**src/rtl/xlt_pkg.sv**
```systemverilog
package xlt_pkg;

  localparam int unsigned DW = 64;

  // Window field of the address compared against the base register
  localparam logic [DW-1:0] WIN_FIELD = 64'h0000_0000_FFF0_0000;

  // Control register value after reset
  localparam logic [DW-1:0] CTRL_RST = (64'd1 << 20) | (64'd1 << 32) | (64'd2 << 36);

  localparam int unsigned EN_BIT = 0;
  localparam int unsigned SG_BIT = 1;

  typedef struct packed {
    logic [DW-1:0] base;
    logic [DW-1:0] mask;
    logic [DW-1:0] tbase;
  } xlt_win_t;

  typedef enum logic [1:0] {
    ST_IDLE = 2'd0,
    ST_REQ  = 2'd1,
    ST_WAIT = 2'd2
  } xlt_state_e;

endpackage

```
**src/rtl/xlt_regfile.sv**
```systemverilog
module xlt_regfile
  import xlt_pkg::*;
#(
  parameter int unsigned     NUM_WIN   = 4,
  parameter logic [DW-1:0]   DEV_BASE  = 64'h0000_0000_1000_0000,
  parameter int unsigned     OFF_SHIFT = 6
) (
  input  logic                         clk,
  input  logic                         rst_n,
  input  logic                         reg_req,
  input  logic                         reg_we,
  input  logic [DW-1:0]                reg_addr,
  input  logic [3:0]                   reg_size,
  input  logic [DW-1:0]                reg_wdata,
  output logic                         reg_rsp_valid,
  output logic [DW-1:0]                reg_rdata,
  output logic                         reg_err,
  output xlt_win_t [NUM_WIN-1:0]       win_o
);

  localparam int unsigned OFF_MASK = NUM_WIN;
  localparam int unsigned OFF_TB   = 2 * NUM_WIN;
  localparam int unsigned OFF_CTRL = 3 * NUM_WIN;
  localparam int unsigned OFF_ERR  = OFF_CTRL + 1;
  localparam int unsigned OFF_EMSK = OFF_CTRL + 2;
  localparam int unsigned OFF_INV  = OFF_CTRL + 3;

  logic [DW-1:0]      rel_addr;
  logic [DW-1:0]      off;
  logic               in_range;
  logic               size_ok;
  logic               legal;
  logic               acc_ok;
  logic               do_wr;
  logic [DW-1:0]      rd_val;
  logic [NUM_WIN-1:0] sel_base, sel_mask, sel_tb;
  logic               sel_ctrl;
  logic [NUM_WIN-1:0] wr_base, wr_mask, wr_tb;
  logic               wr_ctrl;
  logic [DW-1:0]      ctrl_q, ctrl_d;

  logic               rsp_valid_q, rsp_valid_d;
  logic [DW-1:0]      rdata_q, rdata_d;
  logic               err_q, err_d;

  assign rel_addr = reg_addr - DEV_BASE;
  assign off      = rel_addr >> OFF_SHIFT;
  assign in_range = (reg_addr >= DEV_BASE);
  assign size_ok  = (reg_size == 4'd8);

  // Offset decode
  always_comb begin
    legal    = 1'b0;
    rd_val   = '0;
    sel_base = '0;
    sel_mask = '0;
    sel_tb   = '0;
    sel_ctrl = 1'b0;
    for (int i = 0; i < NUM_WIN; i++) begin
      if (off == 64'(i)) begin
        legal       = 1'b1;
        rd_val      = win_o[i].base;
        sel_base[i] = 1'b1;
      end
      if (off == 64'(OFF_MASK + i)) begin
        legal       = 1'b1;
        rd_val      = win_o[i].mask;
        sel_mask[i] = 1'b1;
      end
      if (off == 64'(OFF_TB + i)) begin
        legal       = 1'b1;
        rd_val      = win_o[i].tbase;
        sel_tb[i]   = 1'b1;
      end
    end
    if (off == 64'(OFF_CTRL)) begin
      legal    = 1'b1;
      rd_val   = ctrl_q;
      sel_ctrl = 1'b1;
    end
    if (off == 64'(OFF_ERR) || off == 64'(OFF_INV)) begin
      legal  = 1'b1;
      rd_val = '0;
    end
    if (off == 64'(OFF_EMSK)) begin
      legal  = !reg_we;
      rd_val = '0;
    end
  end

  assign acc_ok  = in_range && size_ok && legal;
  assign do_wr   = reg_req && reg_we && acc_ok;
  assign wr_base = sel_base & {NUM_WIN{do_wr}};
  assign wr_mask = sel_mask & {NUM_WIN{do_wr}};
  assign wr_tb   = sel_tb   & {NUM_WIN{do_wr}};
  assign wr_ctrl = sel_ctrl && do_wr;

  // Window storage
  for (genvar gi = 0; gi < NUM_WIN; gi++) begin : g_win
    logic [DW-1:0] base_q, mask_q, tb_q;

    always_ff @(posedge clk or negedge rst_n) begin
      if (!rst_n) begin
        base_q <= '0;
        mask_q <= '0;
        tb_q   <= '0;
      end else begin
        if (wr_base[gi]) base_q <= reg_wdata;
        if (wr_mask[gi]) mask_q <= reg_wdata;
        if (wr_tb[gi])   tb_q   <= reg_wdata;
      end
    end

    assign win_o[gi].base  = base_q;
    assign win_o[gi].mask  = mask_q;
    assign win_o[gi].tbase = tb_q;
  end

  assign ctrl_d = reg_wdata;

  always_ff @(posedge clk or negedge rst_n) begin
    if (!rst_n) begin
      ctrl_q <= CTRL_RST;
    end else if (wr_ctrl) begin
      ctrl_q <= ctrl_d;
    end
  end

  // Response path
  always_comb begin
    rsp_valid_d = reg_req;
    rdata_d     = (reg_req && !reg_we && acc_ok) ? rd_val : '0;
    err_d       = reg_req && !acc_ok;
  end

  always_ff @(posedge clk or negedge rst_n) begin
    if (!rst_n) begin
      rsp_valid_q <= 1'b0;
      rdata_q     <= '0;
      err_q       <= 1'b0;
    end else begin
      rsp_valid_q <= rsp_valid_d;
      if (reg_req) begin
        rdata_q <= rdata_d;
        err_q   <= err_d;
      end
    end
  end

  assign reg_rsp_valid = rsp_valid_q;
  assign reg_rdata     = rdata_q;
  assign reg_err       = err_q;

endmodule

```
**src/rtl/xlt_match.sv**
```systemverilog
module xlt_match
  import xlt_pkg::*;
#(
  parameter int unsigned NUM_WIN = 4
) (
  input  logic [DW-1:0]          addr,
  input  xlt_win_t [NUM_WIN-1:0] win_i,
  output logic                   hit,
  output logic                   sel_sg,
  output logic [DW-1:0]          sel_mask,
  output logic [DW-1:0]          sel_tbase
);

  logic [NUM_WIN-1:0] use_hit;

  for (genvar gi = 0; gi < NUM_WIN; gi++) begin : g_cmp
    logic [DW-1:0] cmp_mask;
    logic          raw_hit;
    assign cmp_mask    = ~win_i[gi].mask & WIN_FIELD;
    assign raw_hit     = (((addr ^ win_i[gi].base) & cmp_mask) == '0);
    assign use_hit[gi] = raw_hit && win_i[gi].base[EN_BIT];
  end

  // Lowest index wins: scan from the top so the lowest assignment stands
  always_comb begin
    sel_sg    = 1'b0;
    sel_mask  = '0;
    sel_tbase = '0;
    for (int i = NUM_WIN - 1; i >= 0; i--) begin
      if (use_hit[i]) begin
        sel_sg    = win_i[i].base[SG_BIT];
        sel_mask  = win_i[i].mask;
        sel_tbase = win_i[i].tbase;
      end
    end
  end

  assign hit = |use_hit;

endmodule

```
**src/rtl/xlt_engine.sv**
```systemverilog
module xlt_engine
  import xlt_pkg::*;
#(
  parameter int unsigned OUT_BITS = 34
) (
  input  logic          clk,
  input  logic          rst_n,
  input  logic          xl_valid,
  input  logic [DW-1:0] xl_addr,
  output logic          xl_ready,
  output logic          xl_rsp_valid,
  output logic [DW-1:0] xl_rsp_addr,
  output logic          rsp_xlated,
  input  logic          hit,
  input  logic          sel_sg,
  input  logic [DW-1:0] sel_mask,
  input  logic [DW-1:0] sel_tbase,
  output logic          mem_req_valid,
  output logic [DW-1:0] mem_req_addr,
  input  logic          mem_rsp_valid,
  input  logic [DW-1:0] mem_rsp_data
);

  localparam logic [DW-1:0] OUT_MASK  = (64'd1 << OUT_BITS) - 64'd1;
  localparam int unsigned   PG_SHIFT  = 12;
  localparam int unsigned   LOW_BITS  = 13;
  localparam logic [DW-1:0] LOW_MASK  = (64'd1 << LOW_BITS) - 64'd1;
  localparam logic [DW-1:0] DIR_LOW   = 64'h0000_0000_000F_FFFF;
  localparam logic [DW-1:0] SG_IDX    = 64'h7F << 13;
  localparam logic [DW-1:0] SG_ALIGN  = 64'h3FF;

  xlt_state_e    state_q, state_d;
  logic [DW-1:0] pte_addr_q, pte_addr_d;
  logic [DW-1:0] low_q, low_d;
  logic          rvalid_q, rvalid_d;
  logic [DW-1:0] raddr_q, raddr_d;
  logic          xlated_q, xlated_d;

  logic          accept;
  logic          go_sg;
  logic [DW-1:0] field;
  logic [DW-1:0] pass_mask;
  logic [DW-1:0] dir_res;
  logic [DW-1:0] pte_calc;
  logic [DW-1:0] sg_res;

  assign accept    = xl_valid && (state_q == ST_IDLE);
  assign go_sg     = accept && hit && sel_sg;
  assign field     = sel_mask & WIN_FIELD;
  assign pass_mask = field | DIR_LOW;
  assign dir_res   = ((sel_tbase & ~pass_mask) | (xl_addr & pass_mask)) & OUT_MASK;
  assign pte_calc  = (sel_tbase & ~((field >> 10) | SG_ALIGN))
                   | ((xl_addr & (field | SG_IDX)) >> 10);
  assign sg_res    = (((mem_rsp_data & ~64'd1) << PG_SHIFT) | low_q) & OUT_MASK;

  always_comb begin
    state_d    = state_q;
    pte_addr_d = pte_addr_q;
    low_d      = low_q;
    rvalid_d   = 1'b0;
    raddr_d    = raddr_q;
    xlated_d   = xlated_q;
    unique case (state_q)
      ST_IDLE: begin
        if (go_sg) begin
          state_d    = ST_REQ;
          pte_addr_d = pte_calc;
          low_d      = xl_addr & LOW_MASK;
        end else if (accept) begin
          rvalid_d = 1'b1;
          raddr_d  = hit ? dir_res : xl_addr;
          xlated_d = hit;
        end
      end
      ST_REQ: begin
        state_d = ST_WAIT;
      end
      ST_WAIT: begin
        if (mem_rsp_valid) begin
          state_d  = ST_IDLE;
          rvalid_d = 1'b1;
          raddr_d  = sg_res;
          xlated_d = 1'b1;
        end
      end
      default: state_d = ST_IDLE;
    endcase
  end

  always_ff @(posedge clk or negedge rst_n) begin
    if (!rst_n) begin
      state_q    <= ST_IDLE;
      pte_addr_q <= '0;
      low_q      <= '0;
      rvalid_q   <= 1'b0;
      raddr_q    <= '0;
      xlated_q   <= 1'b0;
    end else begin
      state_q  <= state_d;
      rvalid_q <= rvalid_d;
      if (go_sg) begin
        pte_addr_q <= pte_addr_d;
        low_q      <= low_d;
      end
      if (rvalid_d) begin
        raddr_q  <= raddr_d;
        xlated_q <= xlated_d;
      end
    end
  end

  assign xl_ready      = (state_q == ST_IDLE);
  assign xl_rsp_valid  = rvalid_q;
  assign xl_rsp_addr   = raddr_q;
  assign rsp_xlated    = xlated_q;
  assign mem_req_valid = (state_q == ST_REQ);
  assign mem_req_addr  = pte_addr_q;

endmodule

```
**src/rtl/pci_dma_xlate.sv**
```systemverilog
module pci_dma_xlate
  import xlt_pkg::*;
#(
  parameter int unsigned   NUM_WIN   = 4,
  parameter logic [63:0]   DEV_BASE  = 64'h0000_0000_1000_0000,
  parameter int unsigned   OFF_SHIFT = 6,
  parameter int unsigned   OUT_BITS  = 34
) (
  input  logic        clk,
  input  logic        rst_n,
  input  logic        reg_req,
  input  logic        reg_we,
  input  logic [63:0] reg_addr,
  input  logic [3:0]  reg_size,
  input  logic [63:0] reg_wdata,
  output logic        reg_rsp_valid,
  output logic [63:0] reg_rdata,
  output logic        reg_err,
  input  logic        xl_valid,
  output logic        xl_ready,
  input  logic [63:0] xl_addr,
  output logic        xl_rsp_valid,
  output logic [63:0] xl_rsp_addr,
  output logic        mem_req_valid,
  output logic [63:0] mem_req_addr,
  input  logic        mem_rsp_valid,
  input  logic [63:0] mem_rsp_data
);

  logic [1:0]              rst_sync_q;
  logic                    rst_n_int;
  xlt_win_t [NUM_WIN-1:0]  win;
  logic                    hit;
  logic                    sel_sg;
  logic [DW-1:0]           sel_mask;
  logic [DW-1:0]           sel_tbase;
  logic                    rsp_xlated;

  // Asynchronous assertion, synchronous release
  always_ff @(posedge clk or negedge rst_n) begin
    if (!rst_n) rst_sync_q <= 2'b00;
    else        rst_sync_q <= {rst_sync_q[0], 1'b1};
  end
  assign rst_n_int = rst_sync_q[1];

  xlt_regfile #(
    .NUM_WIN  (NUM_WIN),
    .DEV_BASE (DEV_BASE),
    .OFF_SHIFT(OFF_SHIFT)
  ) u_regs (
    .clk          (clk),
    .rst_n        (rst_n_int),
    .reg_req      (reg_req),
    .reg_we       (reg_we),
    .reg_addr     (reg_addr),
    .reg_size     (reg_size),
    .reg_wdata    (reg_wdata),
    .reg_rsp_valid(reg_rsp_valid),
    .reg_rdata    (reg_rdata),
    .reg_err      (reg_err),
    .win_o        (win)
  );

  xlt_match #(
    .NUM_WIN(NUM_WIN)
  ) u_match (
    .addr     (xl_addr),
    .win_i    (win),
    .hit      (hit),
    .sel_sg   (sel_sg),
    .sel_mask (sel_mask),
    .sel_tbase(sel_tbase)
  );

  xlt_engine #(
    .OUT_BITS(OUT_BITS)
  ) u_eng (
    .clk          (clk),
    .rst_n        (rst_n_int),
    .xl_valid     (xl_valid),
    .xl_addr      (xl_addr),
    .xl_ready     (xl_ready),
    .xl_rsp_valid (xl_rsp_valid),
    .xl_rsp_addr  (xl_rsp_addr),
    .rsp_xlated   (rsp_xlated),
    .hit          (hit),
    .sel_sg       (sel_sg),
    .sel_mask     (sel_mask),
    .sel_tbase    (sel_tbase),
    .mem_req_valid(mem_req_valid),
    .mem_req_addr (mem_req_addr),
    .mem_rsp_valid(mem_rsp_valid),
    .mem_rsp_data (mem_rsp_data)
  );

endmodule

```
**config.mk**
```make
export PLATFORM = sky130hd
export DESIGN_NAME = pci_dma_xlate
export DESIGN_NICKNAME = d
export VERILOG_FILES = /design/src/rtl/xlt_pkg.sv /design/src/rtl/xlt_regfile.sv /design/src/rtl/xlt_match.sv /design/src/rtl/xlt_engine.sv /design/src/rtl/pci_dma_xlate.sv
export SDC_FILE = /design/constraint.sdc
export NUM_CORES = 2
export LEC_CHECK = 0
export ABC_AREA = 1
export BUFFER_PORTS_ARGS = -buffer_cell sky130_fd_sc_hd__buf_2
export CORE_MARGIN = 2
export CORE_UTILIZATION = 61
export DETAILED_ROUTE_END_ITERATION = 10
export HOLD_SLACK_MARGIN = 0.15
export PLACE_DENSITY = 0.81
export SETUP_SLACK_MARGIN = 0.3
export SLEW_MARGIN = 40
export SYNTH_ARGS = -nofsm -noshare
export SYNTH_HDL_FRONTEND = slang
export SYNTH_HIERARCHICAL = 1
export SYNTH_SLANG_ARGS = --single-unit
```
**constraint.sdc**
```tcl
create_clock -name clk -period 44.5 [get_ports clk]
set_clock_uncertainty 0.05 [all_clocks]
set_input_delay 8.9 -clock clk [delete_from_list [all_inputs] [get_ports clk]]
set_output_delay 8.9 -clock clk [all_outputs]
set_load 0.01 [all_outputs]
```
==> results by group <==
Timing
  • F_max: 73.6 MHz
  • Final period util: 0.305
  • Least-Margin Pin Slew: 0.937 ns
  • Final TNS setup: 0 ns
  • RSZ-0062 raised after global routing: no
  • Final Hold Vio Count: 0
  • Final Setup Violations: 0
  • Fin. max-slew vios: 0
  • Slew headroom: 0.375
  • Tmin final: 13.59 ns
  • Hold_ws: 0.257 ns

Clock tree
  • Clock-pin transition on the worst setup and hold timing paths: 0.06 ns
  • # clock sinks: 1041
  • Num CTS Buffers: 106
  • PostCTS Resize Cnt: 0
  • H-Tree Depth: 3
  • Root Buffer: clkbuf_16
  • Hold_buf cts: 0
  • CTS tree: built
  • Clock tree buffer depth: 3
  • Skew-Pair Late Insertion Delay: 0.69 ns
  • Setup bufs post-CTS: 0

Power and ir drop
  • Peak supply drop: 31.3 uV
  • P_leak: 29.1 nW
  • PwrDens: 33.9 nW/um^2

Drt
  • Initial DRC Count: 6338
  • WL final: 171000 um
  • Vias per cell: 5.95
  • Wire per inst: 20.7 um
  • DR vias: 49300
  • Post-route DRC: 0
  • DR pass1 iterations: 6
  • Antenna Nets Post-Route: 0

Worst setup path
  • Reg-to-Reg End: u_eng/xl_rsp_addr[61]
  • CP endpoint kind: flop
  • Delay of the slowest cell on the worst path: 0.74 ns
  • Worst Reg-to-Reg Cells: 16
  • Worst Setup Start Kind: input port
  • Critical path, cell by cell: buf_2 > nor2_4 > nand2_2 > nor2_4 > nand3_1 > nor2_1 > nor2_1 > nor2_2 > nand3_1 > nor2_4 > and2_4 > nand3_1 > nand2_1 > nor2_1 > nand3_1 > nand4_1 > inv_2 > nand3_2 > buf_4 > nor2_1 > nand2_1 > nand2_1
  • Critical path class: in2reg
  • Critical Path Source: reg_addr[29]
  • Required time worst endpoint: 45.05 ns
  • Reg2reg start: u_regs/g_win[0].base_q[24]
  • CP arrival: 14.13 ns
  • Slowest CP cell: and2_4
  • CP Capture Point: u_regs/reg_rdata[0]
  • Delay-heaviest family, CP: simple AND/OR/NAND/NOR gates
  • WP buf/inv: 3
  • Crit path depth: 22
  • CP Max Fanout: 42
  • Flop2flop setup slack: 40.26 ns

Yosys
  • Synthesis warning total: 6
  • Post-Syn Instances: 6988
  • Post-Syn Area: 51500 sq um
  • Syn Area/Cell: 7.37 sq um

Global routing
  • Total grt overflow: 0
  • Vias in the first global route: 47100
  • Initial antenna violation count: 5
  • Total track usage: 0.393
  • Largest net degree at the start of global routing: 107
  • Global-route wire length before repair: 264000 um

Floorplan
  • Core Region: 83700 sq um
  • Die ar.: 86800 sq um
  • FP Rows: 106
  • Top-level I/O count: 463
  • Initial Util: 0.616
  • Die H: 295 um
  • DIE WIDTH: 295 um

Place
  • Final GP Congestion: 0.932
  • Buffers on Ports: 410
  • DPL Wire Length: 98700 um

Min path
  • HP Class: reg2async

Outcome
  • Status: complete, no violations

Flow run
  • # Max-Cap Violations: 0

Finish
  • Final #Nets: 7331
  • Synth-to-Final Area Change: 11.7%
  • Fin util: 0.688
  • Share of cells above drive strength 1: 0.105
power breakdown:
| part | total [W] | internal, W | switching [W] |
|---|---|---|---|
| combinational | 0.0000796 | 0.0000202 | 0.0000594 |
| clock | 0.000918 | 0.000536 | 0.000382 |
| sequential | 0.000956 | 0.000952 | 0.00000357 |
how the worst min path moves through the flow:
stage	slack, ns	cells after the start	to
after CTS	0.27	0	u_eng/mem_req_addr[21]
after detailed placement	0.26	0	u_eng/mem_req_addr[21]
after global routing	0.29	0	u_eng/mem_req_addr[21]
after global placement	0.29	0	rst_sync_q[1]
final	0.26	0	u_eng/mem_req_addr[21]
after floorplan	0.28	0	rst_sync_q[1]
final cells by class:
| type | count | area, sq um |
|---|---|---|
| repair buffers | 483 | 2980 |
| clock inverters | 36 | 467 |
| clock buffers | 156 | 3110 |
| inverters | 477 | 1810 |
| well taps | 1134 | 1420 |
| diodes | 6 | 15.0 |
| flip-flops and latches | 1041 | 26100 |
| multi-input cells | 4956 | 21700 |
| fillers | 6813 | 26100 |
per-layer routing:
metal  vias up  global-route usage  share of wire
met5         -                   0              0
met3       696              0.0902           0.11
li1      22400                   -              -
met4         0               0.241          0.064
met2      2930               0.615           0.46
met1     23300               0.499           0.37
sequential cells by signal (all words and copies together) (netlist names):
register,flops
rst_sync_q,2
u_regs/reg_rdata,64
u_eng/low_q,13
u_eng/mem_req_addr,61
u_regs/g_win.base_q,256
u_eng/state_q,2
u_regs/g_win.mask_q,256
u_eng/xl_rsp_valid,1
u_regs/reg_rsp_valid,1
u_regs/reg_err,1
u_eng/xl_rsp_addr,64
u_regs/ctrl_q,64
u_regs/g_win.tb_q,256
cells in the final DEF, fill, tap and decap left out, types with 107 or more instances in the layout:
cell	instances
a21oi_1	268
buf_2	410
clkbuf_16	107
dfrtp_1	1037
inv_1	456
nand2_1	2656
nand3_1	216
nand4_1	203
nor2_1	470
o21ai_0	398
o21ai_1	586
through the flow:
stage                     std cells  cell area, sq um  setup slack (ns)  power [W]
after floorplan                6990             51500             13.29    0.00102
after global placement         8076             53500             29.82    0.00105
after detailed placement       8088             53900             30.31    0.00105
after CTS                      8280             57500             30.98    0.00196
after global routing           8288             57600             30.59    0.00201
final                          8289             57600             30.91    0.00195
Power figures use the tool's default switching activity.
